`src/rtl/vtp_pkg.sv`:
```
package vtp_pkg;

    typedef enum logic [1:0] {
        SYNC_LOW  = 2'd0,
        SYNC_HIGH = 2'd1,
        SYNC_NONE = 2'd2
    } sync_code_t;

    typedef enum logic [1:0] {
        LS_NOLINK = 2'd0,
        LS_SEARCH = 2'd1,
        LS_STREAM = 2'd2
    } link_state_t;

endpackage

```
`src/rtl/vtp_sync_probe.sv`:
```
// Polarity, pulse width and presence of one sync signal.
module vtp_sync_probe #(
    parameter int CNT_W = 12,
    parameter int PER_W = 20
) (
    input  logic             clk,
    input  logic             rst_n,
    input  logic             tick,
    input  logic             level,
    output logic             present,
    output logic             act_high,
    output logic [CNT_W-1:0] pulse_len
);
    localparam logic [CNT_W-1:0] CNT_ONE = 1;
    localparam logic [CNT_W-1:0] CNT_MAX = '1;
    localparam logic [PER_W-1:0] PER_ONE = 1;
    localparam logic [PER_W-1:0] PER_MAX = '1;

    logic             seen_q, lvl_q, rise_seen_q, have_per_q;
    logic [CNT_W-1:0] hi_q, lo_q;
    logic [PER_W-1:0] per_cnt_q, per_q, idle_q;
    logic             rise, change;

    assign rise   = tick && seen_q && level && !lvl_q;
    assign change = tick && seen_q && (level != lvl_q);

    always_ff @(posedge clk) begin
        if (!rst_n) begin
            seen_q      <= 1'b0;
            lvl_q       <= 1'b0;
            rise_seen_q <= 1'b0;
            have_per_q  <= 1'b0;
            hi_q        <= '0;
            lo_q        <= '0;
            per_cnt_q   <= '0;
            per_q       <= '0;
            idle_q      <= '0;
            act_high    <= 1'b0;
            pulse_len   <= '0;
        end else begin
            if (tick) begin
                seen_q <= 1'b1;
                lvl_q  <= level;
            end
            if (rise)
                per_cnt_q <= PER_ONE;
            else if (per_cnt_q != PER_MAX)
                per_cnt_q <= per_cnt_q + PER_ONE;
            if (change)
                idle_q <= '0;
            else if (idle_q != PER_MAX)
                idle_q <= idle_q + PER_ONE;
            if (rise) begin
                if (rise_seen_q) begin
                    per_q      <= per_cnt_q;
                    have_per_q <= 1'b1;
                    act_high   <= (hi_q <= lo_q);
                    pulse_len  <= (hi_q <= lo_q) ? hi_q : lo_q;
                end
                rise_seen_q <= 1'b1;
                hi_q        <= CNT_ONE;
                lo_q        <= '0;
            end else if (tick) begin
                if (level) begin
                    if (hi_q != CNT_MAX) hi_q <= hi_q + CNT_ONE;
                end else begin
                    if (lo_q != CNT_MAX) lo_q <= lo_q + CNT_ONE;
                end
            end
        end
    end

    assign present = have_per_q && ({1'b0, idle_q} <= {per_q, 1'b0});

    // the reported pulse width changes only when a full period closes
    assert_width_on_rise_R7: assert property (@(posedge clk) disable iff (!rst_n)
        !rise |=> $stable(pulse_len));

endmodule

```
`src/rtl/vtp_span.sv`:
```
// Back porch, front porch and active run length along one axis.
module vtp_span #(
    parameter int CNT_W = 12
) (
    input  logic             clk,
    input  logic             rst_n,
    input  logic             tick,
    input  logic             sync_act,
    input  logic             act,
    output logic [CNT_W-1:0] back_len,
    output logic [CNT_W-1:0] front_len,
    output logic [CNT_W-1:0] act_len,
    output logic             act_end
);
    localparam logic [CNT_W-1:0] CNT_ONE = 1;
    localparam logic [CNT_W-1:0] CNT_MAX = '1;

    logic [CNT_W-1:0] bp_cnt_q, fp_cnt_q, len_cnt_q;
    logic             bp_arm_q, fp_arm_q, act_q;

    always_ff @(posedge clk) begin
        if (!rst_n) begin
            bp_cnt_q  <= '0;
            fp_cnt_q  <= '0;
            len_cnt_q <= '0;
            bp_arm_q  <= 1'b0;
            fp_arm_q  <= 1'b0;
            act_q     <= 1'b0;
            back_len  <= '0;
            front_len <= '0;
            act_len   <= '0;
            act_end   <= 1'b0;
        end else begin
            act_end <= 1'b0;
            if (tick) begin
                act_q <= act;
                if (act) begin
                    if (!act_q)
                        len_cnt_q <= CNT_ONE;
                    else if (len_cnt_q != CNT_MAX)
                        len_cnt_q <= len_cnt_q + CNT_ONE;
                end else if (act_q) begin
                    act_len <= len_cnt_q;
                    act_end <= 1'b1;
                end
                if (sync_act) begin
                    bp_cnt_q <= '0;
                    bp_arm_q <= 1'b1;
                    if (fp_arm_q) begin
                        front_len <= fp_cnt_q;
                        fp_arm_q  <= 1'b0;
                    end
                end else if (act) begin
                    if (bp_arm_q) begin
                        back_len <= bp_cnt_q;
                        bp_arm_q <= 1'b0;
                    end
                    fp_cnt_q <= '0;
                    fp_arm_q <= 1'b1;
                end else begin
                    if (bp_arm_q && bp_cnt_q != CNT_MAX) bp_cnt_q <= bp_cnt_q + CNT_ONE;
                    if (fp_arm_q && fp_cnt_q != CNT_MAX) fp_cnt_q <= fp_cnt_q + CNT_ONE;
                end
            end
        end
    end

    // porch results move only on a sample of this axis
    assert_porch_on_tick_R8: assert property (@(posedge clk) disable iff (!rst_n)
        !tick |=> ($stable(back_len) && $stable(front_len)));

endmodule

```
`src/rtl/vtp_link_fsm.sv`:
```
// Stream-present detector.
module vtp_link_fsm
    import vtp_pkg::*;
#(
    parameter int QW          = 16,
    parameter int CLK_TIMEOUT = 16
) (
    input  logic          clk,
    input  logic          rst_n,
    input  logic          link_lock,
    input  logic          tick,
    input  logic          de,
    input  logic [QW-1:0] quiet_max,
    output logic          stream_ok
);
    localparam int GAP_W = $clog2(CLK_TIMEOUT + 1);
    localparam logic [GAP_W-1:0] GAP_LIM = GAP_W'(CLK_TIMEOUT);
    localparam logic [GAP_W-1:0] GAP_ONE = 1;
    localparam logic [QW-1:0]    Q_ONE   = 1;
    localparam logic [QW-1:0]    Q_MAX   = '1;

    link_state_t   state_q, state_d;
    logic [GAP_W-1:0] gap_q;
    logic [QW-1:0]    quiet_q;
    logic             de_q, de_seen_q;
    logic             de_edge, running, activity_ok;

    assign de_edge     = tick && de_seen_q && (de != de_q);
    assign running     = gap_q < GAP_LIM;
    assign activity_ok = running && (quiet_q < quiet_max);

    always_ff @(posedge clk) begin
        if (!rst_n) begin
            gap_q     <= GAP_LIM;
            quiet_q   <= '0;
            de_q      <= 1'b0;
            de_seen_q <= 1'b0;
        end else begin
            if (tick) begin
                gap_q     <= '0;
                de_q      <= de;
                de_seen_q <= 1'b1;
            end else if (gap_q != GAP_LIM) begin
                gap_q <= gap_q + GAP_ONE;
            end
            if (de_edge)
                quiet_q <= '0;
            else if (tick && quiet_q != Q_MAX)
                quiet_q <= quiet_q + Q_ONE;
        end
    end

    always_ff @(posedge clk) begin
        if (!rst_n) state_q <= LS_NOLINK;
        else        state_q <= state_d;
    end

    always_comb begin
        state_d = state_q;
        unique case (state_q)
            LS_NOLINK: if (link_lock) state_d = LS_SEARCH;
            LS_SEARCH: begin
                if (!link_lock)                  state_d = LS_NOLINK;
                else if (activity_ok && de_edge) state_d = LS_STREAM;
            end
            LS_STREAM: begin
                if (!link_lock)        state_d = LS_NOLINK;
                else if (!activity_ok) state_d = LS_SEARCH;
            end
            default: state_d = LS_NOLINK;
        endcase
    end

    always_comb begin
        stream_ok = (state_q == LS_STREAM);
    end

    // streaming implies lock was present on the previous clock
    assert_lock_needed_R1: assert property (@(posedge clk) disable iff (!rst_n)
        (state_q == LS_STREAM) |-> $past(link_lock));

    // a quiet data enable or stalled strobe leaves streaming next cycle
    assert_quiet_drop_R2: assert property (@(posedge clk) disable iff (!rst_n)
        (state_q == LS_STREAM && link_lock && !activity_ok) |=> (state_q == LS_SEARCH));

endmodule

```
`src/rtl/vid_timing_probe.sv`:
```
module vid_timing_probe
    import vtp_pkg::*;
#(
    parameter int CNT_W       = 12,
    parameter int PER_W       = 20,
    parameter int QW          = 16,
    parameter int CLK_TIMEOUT = 16
) (
    input  logic             clk,
    input  logic             rst_n,
    input  logic             pix_en,
    input  logic             link_lock,
    input  logic             de,
    input  logic             hsync,
    input  logic             vsync,
    input  logic [QW-1:0]    de_quiet_max,
    output logic             stream_ok,
    output logic [CNT_W-1:0] act_width,
    output logic [CNT_W-1:0] act_height,
    output logic [1:0]       hs_code,
    output logic [1:0]       vs_code,
    output logic [CNT_W-1:0] hs_width,
    output logic [CNT_W-1:0] vs_width,
    output logic [CNT_W-1:0] h_back,
    output logic [CNT_W-1:0] h_front,
    output logic [CNT_W-1:0] v_back,
    output logic [CNT_W-1:0] v_front
);
    localparam int NAX = 2;   // axis 0: horizontal, axis 1: vertical

    logic             pr_tick    [NAX];
    logic             pr_level   [NAX];
    logic             pr_present [NAX];
    logic             pr_high    [NAX];
    logic [CNT_W-1:0] pr_pulse   [NAX];
    logic             sp_tick    [NAX];
    logic             sp_sync    [NAX];
    logic             sp_act     [NAX];
    logic [CNT_W-1:0] sp_back    [NAX];
    logic [CNT_W-1:0] sp_front   [NAX];
    logic [CNT_W-1:0] sp_len     [NAX];
    logic             sp_end     [NAX];

    logic hs_act, vs_act, hs_act_q, line_stb;
    logic line_vs_q, line_de_q, frame_stb_q;

    assign hs_act   = pr_present[0] && (pr_high[0] ? hsync : !hsync);
    assign vs_act   = pr_present[1] && (pr_high[1] ? vsync : !vsync);
    assign line_stb = pix_en && hs_act && !hs_act_q;

    always_ff @(posedge clk) begin
        if (!rst_n) begin
            hs_act_q  <= 1'b0;
            line_vs_q <= 1'b0;
            line_de_q <= 1'b0;
        end else if (pix_en) begin
            hs_act_q <= hs_act;
            if (line_stb) begin
                line_vs_q <= vs_act;
                line_de_q <= de;
            end else if (de) begin
                line_de_q <= 1'b1;
            end
        end
    end

    assign pr_tick[0]  = pix_en;
    assign pr_level[0] = hsync;
    assign pr_tick[1]  = line_stb;
    assign pr_level[1] = vsync;
    assign sp_tick[0]  = pix_en;
    assign sp_sync[0]  = hs_act;
    assign sp_act[0]   = de;
    assign sp_tick[1]  = line_stb;
    assign sp_sync[1]  = line_vs_q;
    assign sp_act[1]   = line_de_q;

    for (genvar g = 0; g < NAX; g++) begin : g_axis
        vtp_sync_probe #(.CNT_W(CNT_W), .PER_W(PER_W)) i_probe (
            .clk       (clk),
            .rst_n     (rst_n),
            .tick      (pr_tick[g]),
            .level     (pr_level[g]),
            .present   (pr_present[g]),
            .act_high  (pr_high[g]),
            .pulse_len (pr_pulse[g])
        );
        vtp_span #(.CNT_W(CNT_W)) i_span (
            .clk       (clk),
            .rst_n     (rst_n),
            .tick      (sp_tick[g]),
            .sync_act  (sp_sync[g]),
            .act       (sp_act[g]),
            .back_len  (sp_back[g]),
            .front_len (sp_front[g]),
            .act_len   (sp_len[g]),
            .act_end   (sp_end[g])
        );
    end

    vtp_link_fsm #(.QW(QW), .CLK_TIMEOUT(CLK_TIMEOUT)) i_link (
        .clk       (clk),
        .rst_n     (rst_n),
        .link_lock (link_lock),
        .tick      (pix_en),
        .de        (de),
        .quiet_max (de_quiet_max),
        .stream_ok (stream_ok)
    );

    sync_code_t hs_code_q, vs_code_q;

    always_ff @(posedge clk) begin
        if (!rst_n) begin
            frame_stb_q <= 1'b0;
            act_width   <= '0;
            act_height  <= '0;
            hs_width    <= '0;
            vs_width    <= '0;
            h_back      <= '0;
            h_front     <= '0;
            v_back      <= '0;
            v_front     <= '0;
            hs_code_q   <= SYNC_NONE;
            vs_code_q   <= SYNC_NONE;
        end else begin
            frame_stb_q <= sp_end[1];
            if (frame_stb_q) begin
                act_width  <= sp_len[0];
                act_height <= sp_len[1];
                hs_width   <= pr_pulse[0];
                vs_width   <= pr_pulse[1];
                h_back     <= sp_back[0];
                h_front    <= sp_front[0];
                v_back     <= sp_back[1];
                v_front    <= sp_front[1];
                hs_code_q  <= !pr_present[0] ? SYNC_NONE : (pr_high[0] ? SYNC_HIGH : SYNC_LOW);
                vs_code_q  <= !pr_present[1] ? SYNC_NONE : (pr_high[1] ? SYNC_HIGH : SYNC_LOW);
            end
        end
    end

    assign hs_code = hs_code_q;
    assign vs_code = vs_code_q;

    // the reported set moves only on the frame strobe
    assert_hold_between_frames_R10: assert property (@(posedge clk) disable iff (!rst_n)
        !frame_stb_q |=> ($stable(act_width) && $stable(act_height) && $stable(v_front)
                          && $stable(hs_code) && $stable(vs_code)));

    // the sync status codes never take the unused value
    assert_code_range_R6: assert property (@(posedge clk) disable iff (!rst_n)
        (hs_code != 2'd3) && (vs_code != 2'd3));

endmodule

```
`config.mk`:
```
export PLATFORM = sky130hd
export DESIGN_NAME = vid_timing_probe
export DESIGN_NICKNAME = d
export VERILOG_FILES = /design/src/rtl/vtp_pkg.sv /design/src/rtl/vtp_sync_probe.sv /design/src/rtl/vtp_span.sv /design/src/rtl/vtp_link_fsm.sv /design/src/rtl/vid_timing_probe.sv
export SDC_FILE = /design/constraint.sdc
export NUM_CORES = 1
export LEC_CHECK = 0
export BUFFER_PORTS_ARGS = -buffer_cell sky130_fd_sc_hd__buf_2
export CAP_MARGIN = 15
export CORE_AREA = 4 4 299 154
export CTS_BUF_LIST = sky130_fd_sc_hd__clkbuf_8
export DETAILED_ROUTE_END_ITERATION = 10
export DIE_AREA = 0 0 303 158
export GPL_ROUTABILITY_DRIVEN = 0
export PLACE_DENSITY = 0.69
export SYNTH_ARGS = -nofsm -noshare
export SYNTH_HDL_FRONTEND = slang
export SYNTH_SLANG_ARGS = --single-unit
```
`constraint.sdc`:
```
create_clock -name clk -period 3.97 [get_ports clk]
set_clock_uncertainty 0.05 [all_clocks]
set_input_delay 0.1985 -clock clk [delete_from_list [all_inputs] [get_ports clk]]
set_output_delay 0.1985 -clock clk [all_outputs]
set_load 0.02 [all_outputs]
```
==> impl_metrics.tcl <==
set metrics [dict create \
    fin_crit_sh 0.821 \
    min_from "de_quiet_max[15]" \
    r2r-end "g_axis[0].i_span.fp_cnt_q[5]" \
    r2r_setup_slack_ns 0.71 \
    rows 54 \
    yosys.area_share.xor_xnor 0.0500 \
    clock.fmax_mhz 307 \
    synth_fa_ha_area_frac 0.0546 \
    worst-path-max-fanout 16 \
    grt_pass1_wl_mm 79.9 \
    critical_path_class "reg2reg" \
    rr_worst_depth 9 \
    crit_top_cell "a21oi_1" \
    io_pins 124 \
    synth-seq-cells 480 \
    top_regs "g_axis.i_probe.idle_q x40, g_axis.i_probe.per_cnt_q x40, g_axis.i_probe.per_q x40" \
    leakage_nw 9.12 \
    dp_cells 3081 \
    syn_area_sq_um 21500 \
    ys_seq_area_frac 0.446 \
    outcome "finished clean" \
    grt_pass1_vias 16288 \
    hp-class "in2reg" \
    cts.sinks 480 \
    fp.dieW_microns 303 \
    ys_warn_count 0 \
    rsz0062_at_grt "no" \
    hold_viol_final 0 \
    cap_violations 0 \
    min_period_ns 3.26 \
    dp_hpwl_mm 33.1 \
    tightest_slew_ns 1.11 \
    syn_area_per_cell_sq_um 8.75 \
    syn2layout_area_growth_pct 12.1 \
    synthCells 2461 \
    path_clk_slew_ns 0.07 \
    synth_compound_area_frac 0.116 \
    async_flop_share 0 \
    drv_slew 0 \
    synth_nets 2578 \
    gr-total-overflow 0 \
    drive_above_1_share 0.105 \
    numCtsBuffers 71 \
    cpPeakStageDelay_ns 0.86 \
    antenna_found_initial 0 \
    cts_tree "built" \
    post_cts_buffers 0 \
    antenna_cells 0 \
    synth-edff-count 0 \
    start_kind "flip-flop" \
    grt_max_degree 108 \
    layout.cells.non_filler 3208 \
    r2r-start "g_axis[0].i_probe.idle_q[18]" \
    cp_slowest_cell "a21oi_1" \
    vias_per_cell 5.46 \
    io_buffer_count 123 \
    min_to "i_link.state_q[1]" \
    p_total_mw 9.12 \
    max-slew-margin-rel 0.262 \
    vias 17513 \
    final_cell_mix "dfxtp_1 (479), nor2_1 (346), nand2_1 (181)" \
    critPathRequiredTime_ns 4.48 \
    grt_use_total 0.199 \
    power.density_nw_per_um2 378 \
    fillers 3947 \
    h-tree-depth 3 \
    clockRootBuffer "clkbuf_8" \
    fp.dieArea_sq_um 47900 \
    critical_path.cell_chain "ha_1 > a21o_1 > a21oi_1 > o2bb2ai_1 > or3_1 > a21oi_1 > o21ai_0 > buf_4 > a21oi_1" \
    routed_wl_mm 48.4 \
    layout.cells.most_common "dfxtp_1" \
    synth_top_family_by_area "simple AND/OR/NAND/NOR gates" \
    fin_nets 2690 \
    drt_iter0_markers 1017 \
    clockBufferDepth 3 \
    holdPathStages 6 \
    worstPathArrival_ns 3.77 \
    clock_latency_ns 0.63 \
    drt_first_pass_iters 5 \
    initial_core_util 0.497 \
    core_sq_um 43300 \
    ant_nets 0 \
    yosysUniqueCellTypes 65 \
    wl_per_cell_microns 15.1 \
    synthFlopType "dfxtp_1" \
    setup-violations-final 0 \
    end_kind "flip-flop" \
    drc 0 \
    synth_mux_area_frac 0.0790 \
    ir_worst_vdd_mv 0.192 \
    final.setup.tns_ns 0 \
    synth-simple-area-share 0.213 \
    die_h_microns 158 \
]
stage by stage:
step / setup WS [ns] / hold WS, ns / util / instance area [sq um]
after CTS: 0.696 / 0.0499 / 0.558 / 24100
after floorplan: 1.21 / 0.287 / - / 21500
after detailed placement: 0.715 / 0.370 / 0.524 / 22700
after global placement: 0.787 / 0.365 / 0.524 / 22700
final: 0.710 / 0.0914 / 0.558 / 24200
after global routing: 0.477 / 0.126 / 0.558 / 24200
worst max path at each step:
stage | cells after the start | slack [ns] | from | endpoint
6_report | 9 | 0.71 | g_axis[0].i_probe.idle_q[18] | g_axis[0].i_span.fp_cnt_q[5]
5_1_grt | 9 | 0.48 | g_axis[0].i_probe.per_q[15] | g_axis[0].i_span.fp_cnt_q[9]
4_1_cts | 10 | 0.70 | g_axis[0].i_probe.per_q[15] | g_axis[1].i_span.act_len[0]
3_5_place_dp | 9 | 0.72 | g_axis[0].i_probe.idle_q[12] | g_axis[1].i_span.act_len[0]
3_3_place_gp | 9 | 0.79 | g_axis[0].i_probe.idle_q[12] | g_axis[1].i_span.act_len[2]
2_1_floorplan | 9 | 1.21 | g_axis[0].i_probe.idle_q[12] | g_axis[0].i_span.bp_cnt_q[4]
routing by layer:
layer / part of all wire / vias to the layer above / track usage / wire [microns]
met5: 0 / - / 0 / 0
li1: - / 8908 / - / -
met1: 0.48 / 8251 / 0.266 / 23100
met4: 0.021 / 0 / 0.0596 / 1030
met2: 0.46 / 274 / 0.333 / 22300
met3: 0.040 / 80 / 0.0360 / 1960
cell families (layout without fill, tap and decap cells):
logic type / after synthesis / after routing
compound gates: 412 / 412
flops: 480 / 480
simple gates: 951 / 951
fa+ha+maj: 94 / 94
buf+inv: 231 / 390
mux: 170 / 170
xor+xnor: 123 / 123
worst max-delay path, delay by kind of cell, from the launching register on:
kind            cells  cell delay, ns
compound gates      6            1.73
fa+ha+maj           1            0.35
buf+inv             1            0.24
flops               1            0.34
simple gates        1            0.47
final cells by class:
| type | instances | area, sq um | area share |
|---|---|---|---|
| timing repair buffer | 160 | 933 | 0.0386 |
| multi-input combinational | 1750 | 11100 | 0.458 |
| inverter | 110 | 420 | 0.0174 |
| tap | 588 | 736 | 0.0305 |
| clock inverter | 29 | 126 | 0.00523 |
| clock buffer | 91 | 1250 | 0.0519 |
| sequential | 480 | 9610 | 0.398 |
power breakdown:
| part | total, mW | leakage, nW | switching [mW] | internal (mW) |
|---|---|---|---|---|
| combinational | 0.324 | 4.45 | 0.218 | 0.106 |
| clock | 3.92 | 0.792 | 1.87 | 2.05 |
| sequential | 4.88 | 3.87 | 0.0344 | 4.84 |
| total | 9.12 | 9.12 | 2.12 | 7.00 |
cells in the mapped netlist (20+ instances only):
master	count	share of area
xnor2_1	58	0.024
dfxtp_1	480	0.45
ha_1	94	0.055
a211oi_1	21	0.0073
clkbuf_1	92	0.016
o31ai_1	53	0.018
nand2_1	181	0.032
inv_1	109	0.019
nor3_1	40	0.0093
o21ai_0	90	0.021
mux2i_1	170	0.079
nor2_1	346	0.060
xor2_1	65	0.026
nand4_1	65	0.019
a21oi_1	161	0.037
or3_1	34	0.0099
or4_1	34	0.012
nand3_1	138	0.032
buf_1	20	0.0035
and3_1	24	0.0070
timing repair:
item / in CTS / in global routing
resized for setup: 0 / 0
setup endpoints to repair: 0 / 0
hold buffers: 6 / 0
hold endpoints to repair: 20 / 0
Power figures use the tool's default switching activity.
